==> src/rtl/acc_alu_pkg.sv <==
package acc_alu_pkg;
  parameter int unsigned DATA_W = 16;
  localparam int unsigned ACC_W  = 2 * DATA_W;
  localparam int unsigned SH_W   = $clog2(DATA_W) + 1;
  localparam int unsigned INSN_W = 16;

  typedef enum logic [3:0] {
    OP_NOP, OP_ADD, OP_SUB, OP_LOAD, OP_LOADLO, OP_RND, OP_AND, OP_OR,
    OP_XOR, OP_ABS, OP_CMPL, OP_NEG, OP_SFL, OP_SFR, OP_ROL, OP_ROR
  } alu_op_e;

  typedef struct packed {
    alu_op_e           op;
    logic              use_c;
    logic              zext;
    logic [SH_W-1:0]   shamt;
  } dec_t;
endpackage

==> src/rtl/acc_alu_decode.sv <==
module acc_alu_decode
  import acc_alu_pkg::*;
(
  input  logic [INSN_W-1:0] instr,
  input  logic [SH_W-2:0]   treg_shift,
  output dec_t              dec
);
  localparam logic [SH_W-1:0] SH16 = SH_W'(DATA_W);

  always_comb begin
    dec = '{op: OP_NOP, use_c: 1'b0, zext: 1'b0, shamt: '0};
    case (instr[15:12])
      4'h1: begin dec.op = OP_LOAD; dec.shamt = SH_W'(instr[11:8]); end
      4'h2: begin dec.op = OP_ADD;  dec.shamt = SH_W'(instr[11:8]); end
      4'h3: begin dec.op = OP_SUB;  dec.shamt = SH_W'(instr[11:8]); end
      4'h6: begin
        case (instr[11:8])
          4'h0: begin dec.op = OP_ADD; dec.use_c = 1'b1; end
          4'h1: begin dec.op = OP_ADD; dec.shamt = SH16; end
          4'h2: begin dec.op = OP_ADD; dec.zext = 1'b1; end
          4'h3: begin dec.op = OP_ADD; dec.shamt = SH_W'(treg_shift); end
          4'h4: begin dec.op = OP_SUB; dec.use_c = 1'b1; end
          4'h5: begin dec.op = OP_SUB; dec.shamt = SH16; end
          4'h6: begin dec.op = OP_SUB; dec.zext = 1'b1; end
          4'h7: begin dec.op = OP_SUB; dec.shamt = SH_W'(treg_shift); end
          4'h8: dec.op = OP_RND;
          4'h9: dec.op = OP_LOADLO;
          4'hA: begin dec.op = OP_LOAD; dec.shamt = SH16; end
          4'hC: begin dec.op = OP_XOR; dec.zext = 1'b1; end
          4'hD: begin dec.op = OP_OR;  dec.zext = 1'b1; end
          4'hE: begin dec.op = OP_AND; dec.zext = 1'b1; end
          default: dec.op = OP_NOP;
        endcase
      end
      4'hB: begin
        if (instr[11:4] == 8'hE0) begin
          case (instr[3:0])
            4'h0: dec.op = OP_ABS;
            4'h1: dec.op = OP_CMPL;
            4'h2: dec.op = OP_NEG;
            4'h9: dec.op = OP_SFL;
            4'hA: dec.op = OP_SFR;
            4'hC: dec.op = OP_ROL;
            4'hD: dec.op = OP_ROR;
            default: dec.op = OP_NOP;
          endcase
        end
      end
      default: dec.op = OP_NOP;
    endcase
  end
endmodule

==> src/rtl/acc_alu_preshift.sv <==
module acc_alu_preshift
  import acc_alu_pkg::*;
(
  input  logic [DATA_W-1:0] opd,
  input  logic              zext,
  input  logic [SH_W-1:0]   shamt,
  output logic [ACC_W-1:0]  shifted
);
  logic [ACC_W-1:0] widened;

  always_comb begin
    widened = zext ? {{DATA_W{1'b0}}, opd} : {{DATA_W{opd[DATA_W-1]}}, opd};
    shifted = widened << shamt;
  end
endmodule

==> src/rtl/acc_alu_addsub.sv <==
module acc_alu_addsub #(
  parameter int unsigned W = 32
) (
  input  logic [W-1:0] a,
  input  logic [W-1:0] b,
  input  logic         sub,
  input  logic         cin,
  input  logic         sat_en,
  output logic [W-1:0] res,
  output logic         cout,
  output logic         ovf
);
  localparam logic [W-1:0] POS_MAX = {1'b0, {(W-1){1'b1}}};
  localparam logic [W-1:0] NEG_MIN = {1'b1, {(W-1){1'b0}}};

  logic [W-1:0] x;
  logic [W:0]   sum;

  always_comb begin
    x    = sub ? ~b : b;
    sum  = {1'b0, a} + {1'b0, x} + {{W{1'b0}}, cin};
    cout = sum[W];
    ovf  = (a[W-1] == x[W-1]) && (sum[W-1] != a[W-1]);
    if (ovf && sat_en) res = a[W-1] ? NEG_MIN : POS_MAX;
    else               res = sum[W-1:0];
  end
endmodule

==> src/rtl/acc_shift_alu.sv <==
module acc_shift_alu
  import acc_alu_pkg::*;
(
  input  logic              clk,
  input  logic              rst,
  input  logic              op_valid,
  input  logic [15:0]       instr,
  input  logic [15:0]       operand,
  input  logic [3:0]        treg_shift,
  input  logic              sat_en,
  input  logic              ovf_clear,
  output logic [15:0]       acc_hi,
  output logic [15:0]       acc_lo,
  output logic              carry,
  output logic              ovf
);
  localparam logic [ACC_W-1:0] RND_K   = ACC_W'(1) << (DATA_W - 1);
  localparam logic [ACC_W-1:0] POS_MAX = {1'b0, {(ACC_W-1){1'b1}}};
  localparam logic [ACC_W-1:0] NEG_MIN = {1'b1, {(ACC_W-1){1'b0}}};

  logic [ACC_W-1:0] acc_q, acc_d;
  logic             carry_q, carry_d, ovf_q, ovf_d, ovf_evt;
  dec_t             dec;
  logic [ACC_W-1:0] bsh;
  logic [ACC_W-1:0] ar_a, ar_b, ar_res;
  logic             ar_sub, ar_cin, ar_cout, ar_ovf;

  acc_alu_decode u_dec (.instr(instr), .treg_shift(treg_shift), .dec(dec));

  acc_alu_preshift u_shift (
    .opd(operand), .zext(dec.zext), .shamt(dec.shamt), .shifted(bsh)
  );

  always_comb begin
    ar_a = acc_q; ar_b = bsh; ar_sub = 1'b0; ar_cin = 1'b0;
    case (dec.op)
      OP_ADD: ar_cin = dec.use_c & carry_q;
      OP_SUB: begin ar_sub = 1'b1; ar_cin = dec.use_c ? carry_q : 1'b1; end
      OP_ABS, OP_NEG: begin
        ar_a = '0; ar_b = acc_q; ar_sub = 1'b1; ar_cin = 1'b1;
      end
      default: ;
    endcase
  end

  acc_alu_addsub #(.W(ACC_W)) u_arith (
    .a(ar_a), .b(ar_b), .sub(ar_sub), .cin(ar_cin), .sat_en(sat_en),
    .res(ar_res), .cout(ar_cout), .ovf(ar_ovf)
  );

  always_comb begin
    acc_d = acc_q; carry_d = carry_q; ovf_evt = 1'b0;
    if (op_valid) begin
      case (dec.op)
        OP_ADD, OP_SUB: begin acc_d = ar_res; carry_d = ar_cout; ovf_evt = ar_ovf; end
        OP_NEG:    begin acc_d = ar_res; ovf_evt = ar_ovf; end
        OP_ABS:    if (acc_q[ACC_W-1]) begin acc_d = ar_res; ovf_evt = ar_ovf; end
        OP_LOAD:   acc_d = bsh;
        OP_LOADLO: acc_d = {{DATA_W{1'b0}}, operand};
        OP_RND:    acc_d = {operand, {DATA_W{1'b0}}} + RND_K;
        OP_AND:    acc_d = acc_q & bsh;
        OP_OR:     acc_d = acc_q | bsh;
        OP_XOR:    acc_d = acc_q ^ bsh;
        OP_CMPL:   acc_d = ~acc_q;
        OP_SFL:    begin carry_d = acc_q[ACC_W-1]; acc_d = {acc_q[ACC_W-2:0], 1'b0}; end
        OP_SFR:    begin carry_d = acc_q[0]; acc_d = {acc_q[ACC_W-1], acc_q[ACC_W-1:1]}; end
        OP_ROL:    begin carry_d = acc_q[ACC_W-1]; acc_d = {acc_q[ACC_W-2:0], carry_q}; end
        OP_ROR:    begin carry_d = acc_q[0]; acc_d = {carry_q, acc_q[ACC_W-1:1]}; end
        default: ;
      endcase
    end
    ovf_d = (ovf_q & ~ovf_clear) | ovf_evt;
  end

  always_ff @(posedge clk) begin
    if (rst) begin
      acc_q <= '0; carry_q <= 1'b0; ovf_q <= 1'b0;
    end else begin
      acc_q <= acc_d; carry_q <= carry_d; ovf_q <= ovf_d;
    end
  end

  assign acc_hi = acc_q[ACC_W-1:DATA_W];
  assign acc_lo = acc_q[DATA_W-1:0];
  assign carry  = carry_q;
  assign ovf    = ovf_q;

  // reset clears every state bit
  p_reset_clear_r1: assert property (@(posedge clk)
    rst |=> (acc_q == '0 && !carry_q && !ovf_q));

  // idle cycles leave accumulator and carry untouched
  p_hold_idle_r13: assert property (@(posedge clk) disable iff (rst)
    !op_valid |=> ($stable(acc_q) && $stable(carry_q)));

  // overflow flag is sticky
  p_ovf_sticky_r11: assert property (@(posedge clk) disable iff (rst)
    (ovf_q && !ovf_clear) |=> ovf_q);

  // clearing without a new instruction drops the flag
  p_ovf_clear_r11: assert property (@(posedge clk) disable iff (rst)
    (ovf_clear && !op_valid) |=> !ovf_q);

  // saturated overflow lands on an extreme value
  p_sat_extreme_r12: assert property (@(posedge clk) disable iff (rst)
    (op_valid && sat_en && ovf_evt) |=> (acc_q == POS_MAX || acc_q == NEG_MIN));

  // rounding load leaves the half-LSB pattern in the low word
  p_round_low_r8: assert property (@(posedge clk) disable iff (rst)
    (op_valid && dec.op == OP_RND) |=> (acc_q[DATA_W-1:0] == RND_K[DATA_W-1:0]));
endmodule

==> config.mk <==
export PLATFORM = sky130hd
export DESIGN_NAME = acc_shift_alu
export DESIGN_NICKNAME = d
export VERILOG_FILES = /design/src/rtl/acc_alu_pkg.sv /design/src/rtl/acc_alu_decode.sv /design/src/rtl/acc_alu_preshift.sv /design/src/rtl/acc_alu_addsub.sv /design/src/rtl/acc_shift_alu.sv
export SDC_FILE = /design/constraint.sdc
export NUM_CORES = 1
export LEC_CHECK = 0
export BUFFER_PORTS_ARGS = -buffer_cell sky130_fd_sc_hd__buf_2
export CORE_ASPECT_RATIO = 1.25
export CORE_MARGIN = 2
export CORE_UTILIZATION = 45
export DETAILED_ROUTE_END_ITERATION = 10
export SKIP_CTS_REPAIR_TIMING = 1
export SLEW_MARGIN = 10
export SYNTH_ARGS = -nofsm -noshare
export SYNTH_HDL_FRONTEND = slang
export SYNTH_SLANG_ARGS = --single-unit
export TNS_END_PERCENT = 30
==> constraint.sdc <==
create_clock -name clk -period 8.3 [get_ports clk]
set_input_delay 0.83 -clock clk [delete_from_list [all_inputs] [get_ports clk]]
set_output_delay 0.83 -clock clk [all_outputs]
set_load 0.1 [all_outputs]
==> results.sh, run 1 <==
export IMPL_synth_top_family_by_area="compound AO/OA/AOI/OAI gates"
export IMPL_wl_mm=35.2
export IMPL_async_flop_share_pct=0
export IMPL_core_um2=18600
export IMPL_worst_slack_ns=1.30
export IMPL_finalSetupTns_ns=0
export IMPL_ys_ff_latch=34
export IMPL_drive_gt1_share_pct=11.2
export IMPL_ir_drop_uv=104
export IMPL_drt_first_pass_iters=6
export IMPL_drtIter0Drc=1099
export IMPL_grt_first_pass_wirelength_mm=54.0
export IMPL_die_h_um=157
export IMPL_path_buf_inv=1
export IMPL_required_ns=8.43
export IMPL_cts_reportedPaths_clkPinSlew_ns=0.06
export IMPL_rr_startpoint="acc_q[0]$_SDFFE_PP0P_"
export IMPL_period_share_pct=84.3
export IMPL_r2r_end="acc_q[17]$_SDFFE_PP0P_"
export IMPL_dp_hpwl_mm=25.5
export IMPL_nFillCells=1926
export IMPL_yosys_cell_count_top_type="nor2_1"
export IMPL_crit_fanout=23
export IMPL_synth_simple_area_share_pct=23.9
export IMPL_maxCapViolations=0
export IMPL_htreeDepth=2
export IMPL_synth_top_cell_by_area="ha_1"
export IMPL_end_kind="flip-flop"
export IMPL_cts_buffers=5
export IMPL_synth_area_um2=8480
export IMPL_leakagePower_nw=3.94
export IMPL_yosysWarnings=0
export IMPL_nNetsFinal=1391
export IMPL_antenna_found_initial=0
export IMPL_avgSynthCellArea_um2=6.87
export IMPL_rr_worst_depth=12
export IMPL_cp_num_cells=18
export IMPL_syn_inst=1235
export IMPL_fmax_mhz=143
export IMPL_worst_slew_pin_slew_ns=1.16
export IMPL_grt_start_max_net_pins=54
export IMPL_yosysUniqueCellTypes=95
export IMPL_cpPeakStageDelay_ns=0.82
export IMPL_chipWidth_um=127
export IMPL_port_buffers=74
export IMPL_synthTopCellsByArea="ha_1, dfxtp_1, nor2_1"
export IMPL_power_density_nw_per_um2=131
export IMPL_crit_chain="buf_2 -> and4bb_1 -> nand3_1 -> o21ai_1 -> nor2_1 -> a211oi_1 -> mux2i_1 -> a21oi_1 -> ha_1 -> nand2_1 -> o21ai_0 -> a21oi_1 -> o21bai_1 -> a41oi_1 -> o21bai_2 -> nand2_1 -> o21ai_0 -> a221oi_1"
export IMPL_cts_path_max_buffers=2
export IMPL_drcViolationCount=0
export IMPL_antenna_cells=0
export IMPL_grt_use_total_pct=34.2
export IMPL_status="complete, no violations"
export IMPL_max_slew_margin_pct=21.9
export IMPL_rsz0062_at_grt="false"
export IMPL_synthMuxAreaShare_pct=3.72
export IMPL_cp_top_family="compound AO/OA/AOI/OAI gates"
export IMPL_postPlaceCellArea_um2=8940
export IMPL_synth_compound_area_share_pct=37.0
export IMPL_start_kind="input pin"
export IMPL_slew_viol_final=0
export IMPL_synth_edf_count=0
export IMPL_syn_nets=1373
export IMPL_finalHoldViolations=0
export IMPL_synth_xor_area_share_pct=4.75
export IMPL_synthAdderAreaFrac_pct=14.5
export IMPL_fin_area_um2=9100
export IMPL_ioPinCount=75
export IMPL_min_path_type="reg2reg"
export IMPL_cp_endpoint="acc_q[0]$_SDFFE_PP0P_"
export IMPL_syn2layout_area_growth_pct=7.32
export IMPL_place_gp_congestion=1.03
export IMPL_setup_viol=0
export IMPL_rows=56
export IMPL_crit_arrival_ns=7.12
export IMPL_dieArea_um2=20000
export IMPL_clk_latency_ns=0.29
export IMPL_synth_top_area_share_pct=14.0
export IMPL_start_util_pct=45.5
export IMPL_ys_seq_area_share_pct=8.03
export IMPL_crit_start="instr[15]"
export IMPL_pre_cts_slack_ns=1.24
export IMPL_clock_sinks=34
export IMPL_grt_pass1_vias=9216
export IMPL_cts_root_buf="clkbuf_16"
export IMPL_routed_via_count=10100
export IMPL_viasPerCell=6.79
export IMPL_synth_top_cells_by_count="nor2_1, ha_1, a21oi_1"
export IMPL_ys_flop_type="dfxtp_1"
export IMPL_regToRegSetupSlack_ns=3.72
export IMPL_critPathSlowestCell="a211oi_1"
export IMPL_grt_overflow=0
export IMPL_cts_tree="built"
export IMPL_skew_ns=0.0112
export IMPL_critical_path_class="in2reg"
export IMPL_fin_crit_ns=7.00
export IMPL_wire_per_inst_um=23.7
export IMPL_postRouteAntennaNets=0
[per-stage QoR]
| step | total power [W] | std cells | util, % | hold slack, ns |
|---|---|---|---|---|
| floorplan | 0.000768 | 1235 | - | 0.918 |
| global placement | 0.000947 | 1478 | 48.0 | 0.456 |
| detailed placement | 0.000951 | 1478 | 48.0 | 0.463 |
| CTS | 0.00117 | 1486 | 48.8 | 0.473 |
| global route | 0.00126 | 1486 | 48.8 | 0.525 |
| finish | 0.00119 | 1486 | 48.8 | 0.473 |
[cell type report]
type                    count  area (um2)  area share (%)
clock buffers               7         133            1.46
clock inverters             1        30.0           0.330
inverters                  76         285            3.13
multi-input cells        1041        7150            78.6
flip-flops and latches     34         681            7.48
well taps                 232         290            3.19
repair buffers             95         528            5.80
[how the worst min path moves through the flow]
stage                endpoint            from  depth (start not counted)  slack, ns
2_1_floorplan  ovf$_SDFF_PP0_  ovf$_SDFF_PP0_                          2       0.92
3_3_place_gp   ovf$_SDFF_PP0_  ovf$_SDFF_PP0_                          2       0.46
3_5_place_dp   ovf$_SDFF_PP0_  ovf$_SDFF_PP0_                          2       0.46
4_1_cts        ovf$_SDFF_PP0_  ovf$_SDFF_PP0_                          2       0.47
5_1_grt        ovf$_SDFF_PP0_  ovf$_SDFF_PP0_                          2       0.53
6_report       ovf$_SDFF_PP0_  ovf$_SDFF_PP0_                          2       0.47
[placed cells by master, fill, tap and decap left out, drive strengths merged, types with 9 or more instances in the layout]
| cell type | count |
|---|---|
| nand4 | 9 |
| xnor2 | 30 |
| a22oi | 23 |
| o2111ai | 10 |
| dfxtp | 34 |
| ha | 95 |
| o21a | 10 |
| a221oi | 30 |
| mux2i | 27 |
| nor2 | 153 |
| a222oi | 13 |
| xor2 | 16 |
| a211oi | 38 |
| a311oi | 9 |
| o22ai | 14 |
| inv | 75 |
| o211ai | 9 |
| and3 | 11 |
| nor3 | 23 |
| a21oi | 94 |
| nand3 | 51 |
| o31ai | 9 |
| nand2 | 88 |
| a21o | 13 |
| buf | 95 |
| o21bai | 9 |
| nand2b | 13 |
| and2 | 12 |
| o21ai | 104 |
[worst register-to-register path, cell delays in order, from the launching register on]
cell and delay, ns:
dfxtp_1 0.55, o221ai_1 0.22, fa_1 0.59, a211oi_1 0.36
nor2_1 0.16, o31ai_1 0.22, buf_4 0.20, nand3_1 0.21
a41oi_1 0.48, o21bai_2 0.17, nand2_1 0.79, o21ai_0 0.23
a221oi_1 0.31
[routing by layer]
| metal | vias to the layer above | part of all wire, % | track usage (%) |
|---|---|---|---|
| met2 | 573 | 44 | 55.6 |
| li1 | 4666 | - | - |
| met3 | 122 | 9.3 | 4.42 |
| met1 | 4729 | 41 | 45.1 |
| met5 | - | 0 | 0 |
| met4 | 0 | 4.9 | 15.4 |
[report_power, final]
part | internal [W] | leakage (nW) | switching [W] | total, W
clock | 0.000142 | 0.0781 | 0.0000818 | 0.000224
combinational | 0.000244 | 3.59 | 0.000507 | 0.000751
sequential | 0.000178 | 0.279 | 0.0000364 | 0.000214
total | 0.000565 | 3.94 | 0.000625 | 0.00119
[cell families after synthesis]
group	after synthesis
xor+xnor	46
simple gates	411
flops	34
compound gates	456
mux	31
buf+inv	160
fa+ha+maj	97
[sequential cells by signal (all words and copies together), names as in the netlist]
name	flops
ovf	1
carry	1
acc_q	32
(Power assumes the default switching activity.)
==> run 2: changes to the inputs <==
--- a/config.mk
+++ b/config.mk
@@ -5,6 +5,7 @@
 export SDC_FILE = /design/constraint.sdc
 export NUM_CORES = 1
 export LEC_CHECK = 0
+export ABC_AREA = 1
 export BUFFER_PORTS_ARGS = -buffer_cell sky130_fd_sc_hd__buf_2
 export CORE_ASPECT_RATIO = 1.25
 export CORE_MARGIN = 2
==> constraint.sdc (replaced) <==
create_clock -name clk -period 5.65 [get_ports clk]
set_input_delay 0.565 -clock clk [delete_from_list [all_inputs] [get_ports clk]]
set_output_delay 0.565 -clock clk [all_outputs]
set_load 0.1 [all_outputs]
==> run 2 against run 1 <==
Net effect: synthesized area rose by 20%; global-route usage grew 0.71 points; sequential share of layout area down 1.2 points; power rose by 48%; final cell count up 51%; critical endpoint is now acc_q[26]$_SDFFE_PP0P_.
==> results.sh, run 2 <==
export IMPL_largest_reg_flops=32
export IMPL_syn_nets=2064
export IMPL_synth_top_cell_by_area="nand2_1"
export IMPL_fmax_mhz=194
export IMPL_setup_viol=0
export IMPL_syn2layout_area_growth_pct=6.52
export IMPL_regToRegSetupSlack_ns=2.01
export IMPL_die_h_um=172
export IMPL_cts_buffers=5
export IMPL_drt_first_pass_iters=5
export IMPL_min_path_cells=2
export IMPL_routed_via_count=12600
export IMPL_cts_path_max_buffers=2
export IMPL_ys_flop_type="dfxtp_1"
export IMPL_dp_hpwl_mm=33.3
export IMPL_path_buf_inv=3
export IMPL_wire_per_inst_um=19.0
export IMPL_postRouteAntennaNets=0
export IMPL_viasPerCell=5.64
export IMPL_rows=61
export IMPL_power_density_nw_per_um2=164
export IMPL_hold_end="ovf$_SDFF_PP0_"
export IMPL_grt_first_pass_wirelength_mm=65.9
export IMPL_rsz0062_at_grt="false"
export IMPL_critPathSlowestCell="fa_1"
export IMPL_period_share_pct=91.4
export IMPL_async_flop_share_pct=0
export IMPL_wl_mm=42.5
export IMPL_avgSynthCellArea_um2=5.26
export IMPL_synth_area_um2=10100
export IMPL_yosysUniqueCellTypes=53
export IMPL_syn_inst=1926
export IMPL_drcViolationCount=0
export IMPL_fin_area_um2=10800
export IMPL_r2r_end="acc_q[26]$_SDFFE_PP0P_"
export IMPL_max_slew_margin_pct=20.1
export IMPL_grt_start_max_net_pins=38
export IMPL_crit_arrival_ns=5.38
export IMPL_slew_viol_final=0
export IMPL_synth_edf_count=0
export IMPL_cts_root_buf="clkbuf_16"
export IMPL_synth_top_area_share_pct=21.1
export IMPL_core_um2=22200
export IMPL_worst_slew_pin_slew_ns=1.19
export IMPL_cts_reportedPaths_clkPinSlew_ns=0.06
export IMPL_yosys_cell_count_top_type="nand2_1"
export IMPL_ioPinCount=75
export IMPL_antenna_found_initial=0
export IMPL_final_common_cell="nand2_1"
export IMPL_start_kind="input pin"
export IMPL_htreeDepth=2
export IMPL_start_util_pct=45.6
export IMPL_clock_sinks=34
export IMPL_clk_latency_ns=0.29
export IMPL_synth_top_cells_by_count="nand2_1, nand3_1, inv_1"
export IMPL_synthTopCellsByArea="nand2_1, nand3_1, ha_1"
export IMPL_fin_cells=2239
export IMPL_place_gp_congestion=0.996
export IMPL_cts_tree="built"
export IMPL_rr_worst_depth=16
export IMPL_grt_overflow=0
export IMPL_crit_top_cell="nand2_1"
export IMPL_status="complete, no violations"
export IMPL_drive_gt1_share_pct=8.79
export IMPL_crit_fanout=12
export IMPL_antenna_cells=0
export IMPL_finalSetupTns_ns=0
export IMPL_finalHoldViolations=0
export IMPL_ys_ff_latch=34
export IMPL_rr_startpoint="acc_q[0]$_SDFFE_PP0P_"
export IMPL_fin_hold_ws_ns=0.437
export IMPL_required_ns=5.87
export IMPL_chipWidth_um=138
export IMPL_ys_seq_area_share_pct=6.71
export IMPL_postPlaceCellArea_um2=10600
export IMPL_cp_top_family="simple AND/OR/NAND/NOR gates"
export IMPL_port_buffers=74
export IMPL_maxCapViolations=0
export IMPL_fin_crit_ns=5.17
export IMPL_leakagePower_nw=6.35
export IMPL_cpPeakStageDelay_ns=0.49
export IMPL_top_register="acc_q"
export IMPL_end_kind="flip-flop"
export IMPL_yosysWarnings=0
export IMPL_dieArea_um2=23800
export IMPL_grt_use_total_pct=34.9
export IMPL_critical_path_class="in2reg"
export IMPL_nNetsFinal=2093
export IMPL_dp_cells=2229
export IMPL_min_path_type="in2reg"
export IMPL_layout_common_cells="nand2_1, nand3_1, inv_1"
export IMPL_ir_drop_uv=135
export IMPL_skew_ns=0.00681
export IMPL_min_from="rst"
export IMPL_grt_pass1_vias=11900
export IMPL_drtIter0Drc=1211
## run 2: cell count changes after synthesis, moves of 27 or more
cell / delta
nand2_1: +484
nor2_1: +49
a221oi_1: -28
o21ai_1: +43
nand3_1: +246
mux2i_1: -27
inv_1: +189
nand4_1: +34
a211oi_1: -37
o21ai_0: -56
## run 2: layer usage
| layer | GRT usage, % | vias to the layer above | share of wire (%) |
|---|---|---|---|
| met5 | 0 | - | 0 |
| met4 | 16.0 | 0 | 4.5 |
| met3 | 3.20 | 94 | 6.9 |
| met2 | 59.5 | 462 | 46 |
| met1 | 44.7 | 5827 | 42 |
| li1 | - | 6243 | - |
## run 2: report_power, final
part / switching, W / internal, W / total [W]
Sequential: 0.0000611 / 0.000260 / 0.000321
Combinational: 0.000819 / 0.000342 / 0.00116
Clock: 0.000109 / 0.000175 / 0.000284
## run 2: kinds of logic after synthesis
| kind of cell | synth area share (%) |
|---|---|
| and+or+nand+nor | 50.6 |
| buffers and inverters | 14.9 |
| AOI/OAI and AO/OA | 12.9 |
| adders and majority gates | 12.1 |
| DFF | 6.71 |
| xor gates and xnor gates | 2.76 |
## run 2: cell type report
| class | count | area (um2) |
|---|---|---|
| Clock buffer | 7 | 143 |
| Clock inverter | 1 | 5.00 |
| Fill cell | 2633 | 11400 |
| Inverter | 290 | 1090 |
| Multi-Input combinational cell | 1528 | 7980 |
| Sequential cell | 34 | 681 |
| Tap cell | 283 | 354 |
| Timing Repair Buffer | 96 | 548 |
## run 2: per-stage QoR
step / worst slack, ns / utilization (%) / total power, W
2_1_floorplan: 1.44 / - / 0.00116
3_3_place_gp: 0.353 / 47.8 / 0.00145
3_5_place_dp: 0.241 / 47.8 / 0.00146
4_1_cts: 0.506 / 48.4 / 0.00174
5_1_grt: 0.0293 / 48.6 / 0.00191
6_report: 0.484 / 48.6 / 0.00177
## run 2: worst max-delay path by stage
stage / cells after the start / to / start / slack, ns
after global placement: 29 / acc_q[18]$_SDFFE_PP0P_ / instr[12] / 0.35
final: 28 / acc_q[26]$_SDFFE_PP0P_ / instr[11] / 0.48
after detailed placement: 28 / acc_q[26]$_SDFFE_PP0P_ / instr[11] / 0.24
after CTS: 29 / acc_q[23]$_SDFFE_PP0P_ / instr[12] / 0.51
after global routing: 28 / acc_q[26]$_SDFFE_PP0P_ / instr[11] / 0.03
after floorplan: 32 / acc_q[30]$_SDFFE_PP0P_ / instr[0] / 1.44
==> run 3: changes to the inputs <==
--- a/config.mk
+++ b/config.mk
@@ -10,7 +10,9 @@
 export CORE_ASPECT_RATIO = 1.25
 export CORE_MARGIN = 2
 export CORE_UTILIZATION = 45
+export CTS_BUF_LIST = sky130_fd_sc_hd__clkbuf_4
 export DETAILED_ROUTE_END_ITERATION = 10
+export PLACE_DENSITY = 0.75
 export SKIP_CTS_REPAIR_TIMING = 1
 export SLEW_MARGIN = 10
 export SYNTH_ARGS = -nofsm -noshare
==> run 3 against run 2 <==
Net effect: sequential power about the same; via count up 1.9%; flip-flop and latch count unchanged; die area stayed put; clock-buffer cell count is 2 lower; core utilization decreased by 0.81 points; clock power down 52%; final cell count is 0.31% lower; sequential share of layout area grew 0.11 points; first-iteration DRC count grew 4.3%; highest routed layer unchanged.
==> results.sh, run 3 (same netlist as run 2, synthesis figures left out) <==
export IMPL_status="complete, no violations"
export IMPL_ioPinCount=75
export IMPL_period_share_pct=92.1
export IMPL_leakagePower_nw=6.26
export IMPL_routed_via_count=12900
export IMPL_nFillCells=2465
export IMPL_fmax_mhz=192
export IMPL_min_path_cells=2
export IMPL_postRouteAntennaNets=0
export IMPL_core_um2=22200
export IMPL_max_slew_margin_pct=34.6
export IMPL_skew_ns=0.00952
export IMPL_start_kind="input pin"
export IMPL_dieArea_um2=23800
export IMPL_critical_path_class="in2reg"
export IMPL_port_buffers=74
export IMPL_wl_mm=39.1
export IMPL_final_common_cell="nand2_1"
export IMPL_finalHoldViolations=0
export IMPL_drcViolationCount=0
export IMPL_drt_first_pass_iters=8
export IMPL_cts_buffers=5
export IMPL_die_h_um=172
export IMPL_drive_gt1_share_pct=8.31
export IMPL_slew_viol_final=0
export IMPL_setup_viol=0
export IMPL_dp_hpwl_mm=30.5
export IMPL_grt_start_max_net_pins=45
export IMPL_cpPeakStageDelay_ns=0.60
export IMPL_antenna_cells=0
export IMPL_nNetsFinal=2086
export IMPL_min_path_type="in2reg"
export IMPL_antenna_found_initial=0
export IMPL_drtIter0Drc=1263
export IMPL_grt_first_pass_wirelength_mm=63.0
export IMPL_p_total_w=0.00160
export IMPL_required_ns=5.96
export IMPL_layout_common_cells="nand2_1, nand3_1, inv_1"
export IMPL_maxCapViolations=0
export IMPL_rr_worst_depth=19
export IMPL_chipWidth_um=138
export IMPL_grt_overflow=0
export IMPL_rsz0062_at_grt="false"
export IMPL_crit_top_cell="nand2_1"
export IMPL_end_kind="flip-flop"
export IMPL_cts_reportedPaths_clkPinSlew_ns=0.11
export IMPL_grt_pass1_vias=12100
export IMPL_viasPerCell=5.76
export IMPL_finalSetupTns_ns=0
export IMPL_place_gp_congestion=1.00
export IMPL_grt_use_total_pct=32.7
export IMPL_largest_reg_flops=32
export IMPL_start_util_pct=45.6
export IMPL_crit_fanout=27
export IMPL_worst_slew_pin_slew_ns=0.980
export IMPL_ir_drop_uv=132
export IMPL_clock_sinks=34
export IMPL_fin_hold_ws_ns=0.349
export IMPL_syn2layout_area_growth_pct=4.74
export IMPL_cts_path_max_buffers=2
export IMPL_wire_per_inst_um=17.5
export IMPL_cts_root_buf="clkbuf_4"
export IMPL_clk_latency_ns=0.37
export IMPL_fin_crit_ns=5.20
export IMPL_crit_arrival_ns=5.51
export IMPL_htreeDepth=2
export IMPL_critPathSlowestCell="nand2_1"
export IMPL_cts_tree="built"
export IMPL_rows=61
export IMPL_top_register="acc_q"
export IMPL_power_density_nw_per_um2=150
-- run 3: worst paths after layout --
| kind | startpoint | endpoint | slack [ns] |
|---|---|---|---|
| setup / recovery | instr[12] | acc_q[12]$_SDFFE_PP0P_ | 0.45 |
| hold reg to reg | ovf$_SDFF_PP0_ | ovf$_SDFF_PP0_ | 0.47 |
| hold / removal | rst | ovf$_SDFF_PP0_ | 0.35 |
| setup reg to reg | acc_q[5]$_SDFFE_PP0P_ | acc_q[12]$_SDFFE_PP0P_ | 2.21 |
-- run 3: critical path, delay by kind of cell --
family                   cells  cell delay [ns]
AO/OA/AOI/OAI                3             0.47
adder cells (fa/ha/maj)      1             0.36
XOR/XNOR                     1             0.27
AND/OR/NAND/NOR             19             3.30
buffers and inverters        5             0.51
-- run 3: where the power goes --
| part | switching, W | leakage (nW) | total, W | internal (W) |
|---|---|---|---|---|
| clock network | 0.0000917 | 0.0277 | 0.000136 | 0.0000443 |
| logic | 0.000804 | 5.96 | 0.00114 | 0.000336 |
| registers | 0.0000597 | 0.279 | 0.000320 | 0.000260 |
-- run 3: cell type report --
| cell class | count | area, um2 | area share (%) |
|---|---|---|---|
| Multi-Input combinational cell | 1527 | 7950 | 74.9 |
| Clock buffer | 5 | 37.5 | 0.353 |
| Sequential cell | 34 | 681 | 6.41 |
| Tap cell | 283 | 354 | 3.33 |
| Timing Repair Buffer | 90 | 490 | 4.62 |
| Inverter | 290 | 1090 | 10.3 |
| Clock inverter | 3 | 11.3 | 0.106 |
-- run 3: through the flow --
step	cell area, um2	util [%]	worst slack (ns)	std cells
detailed placement	10600	47.6	0.280	2224
CTS	10600	47.8	0.643	2232
finish	10600	47.8	0.446	2232
floorplan	10100	-	1.44	1926
global route	10600	47.8	0.0926	2232
global placement	10600	47.6	0.366	2224
-- run 3: routing by layer --
| layer | share of wire (%) | up-vias | routed length (um) | track usage (%) |
|---|---|---|---|---|
| met3 | 8.5 | 175 | 3340 | 3.90 |
| li1 | - | 6244 | - | - |
| met2 | 44 | 706 | 17300 | 54.8 |
| met5 | 0 | - | 0 | 0 |
| met4 | 7.4 | 0 | 2910 | 21.4 |
| met1 | 40 | 5736 | 15500 | 39.7 |
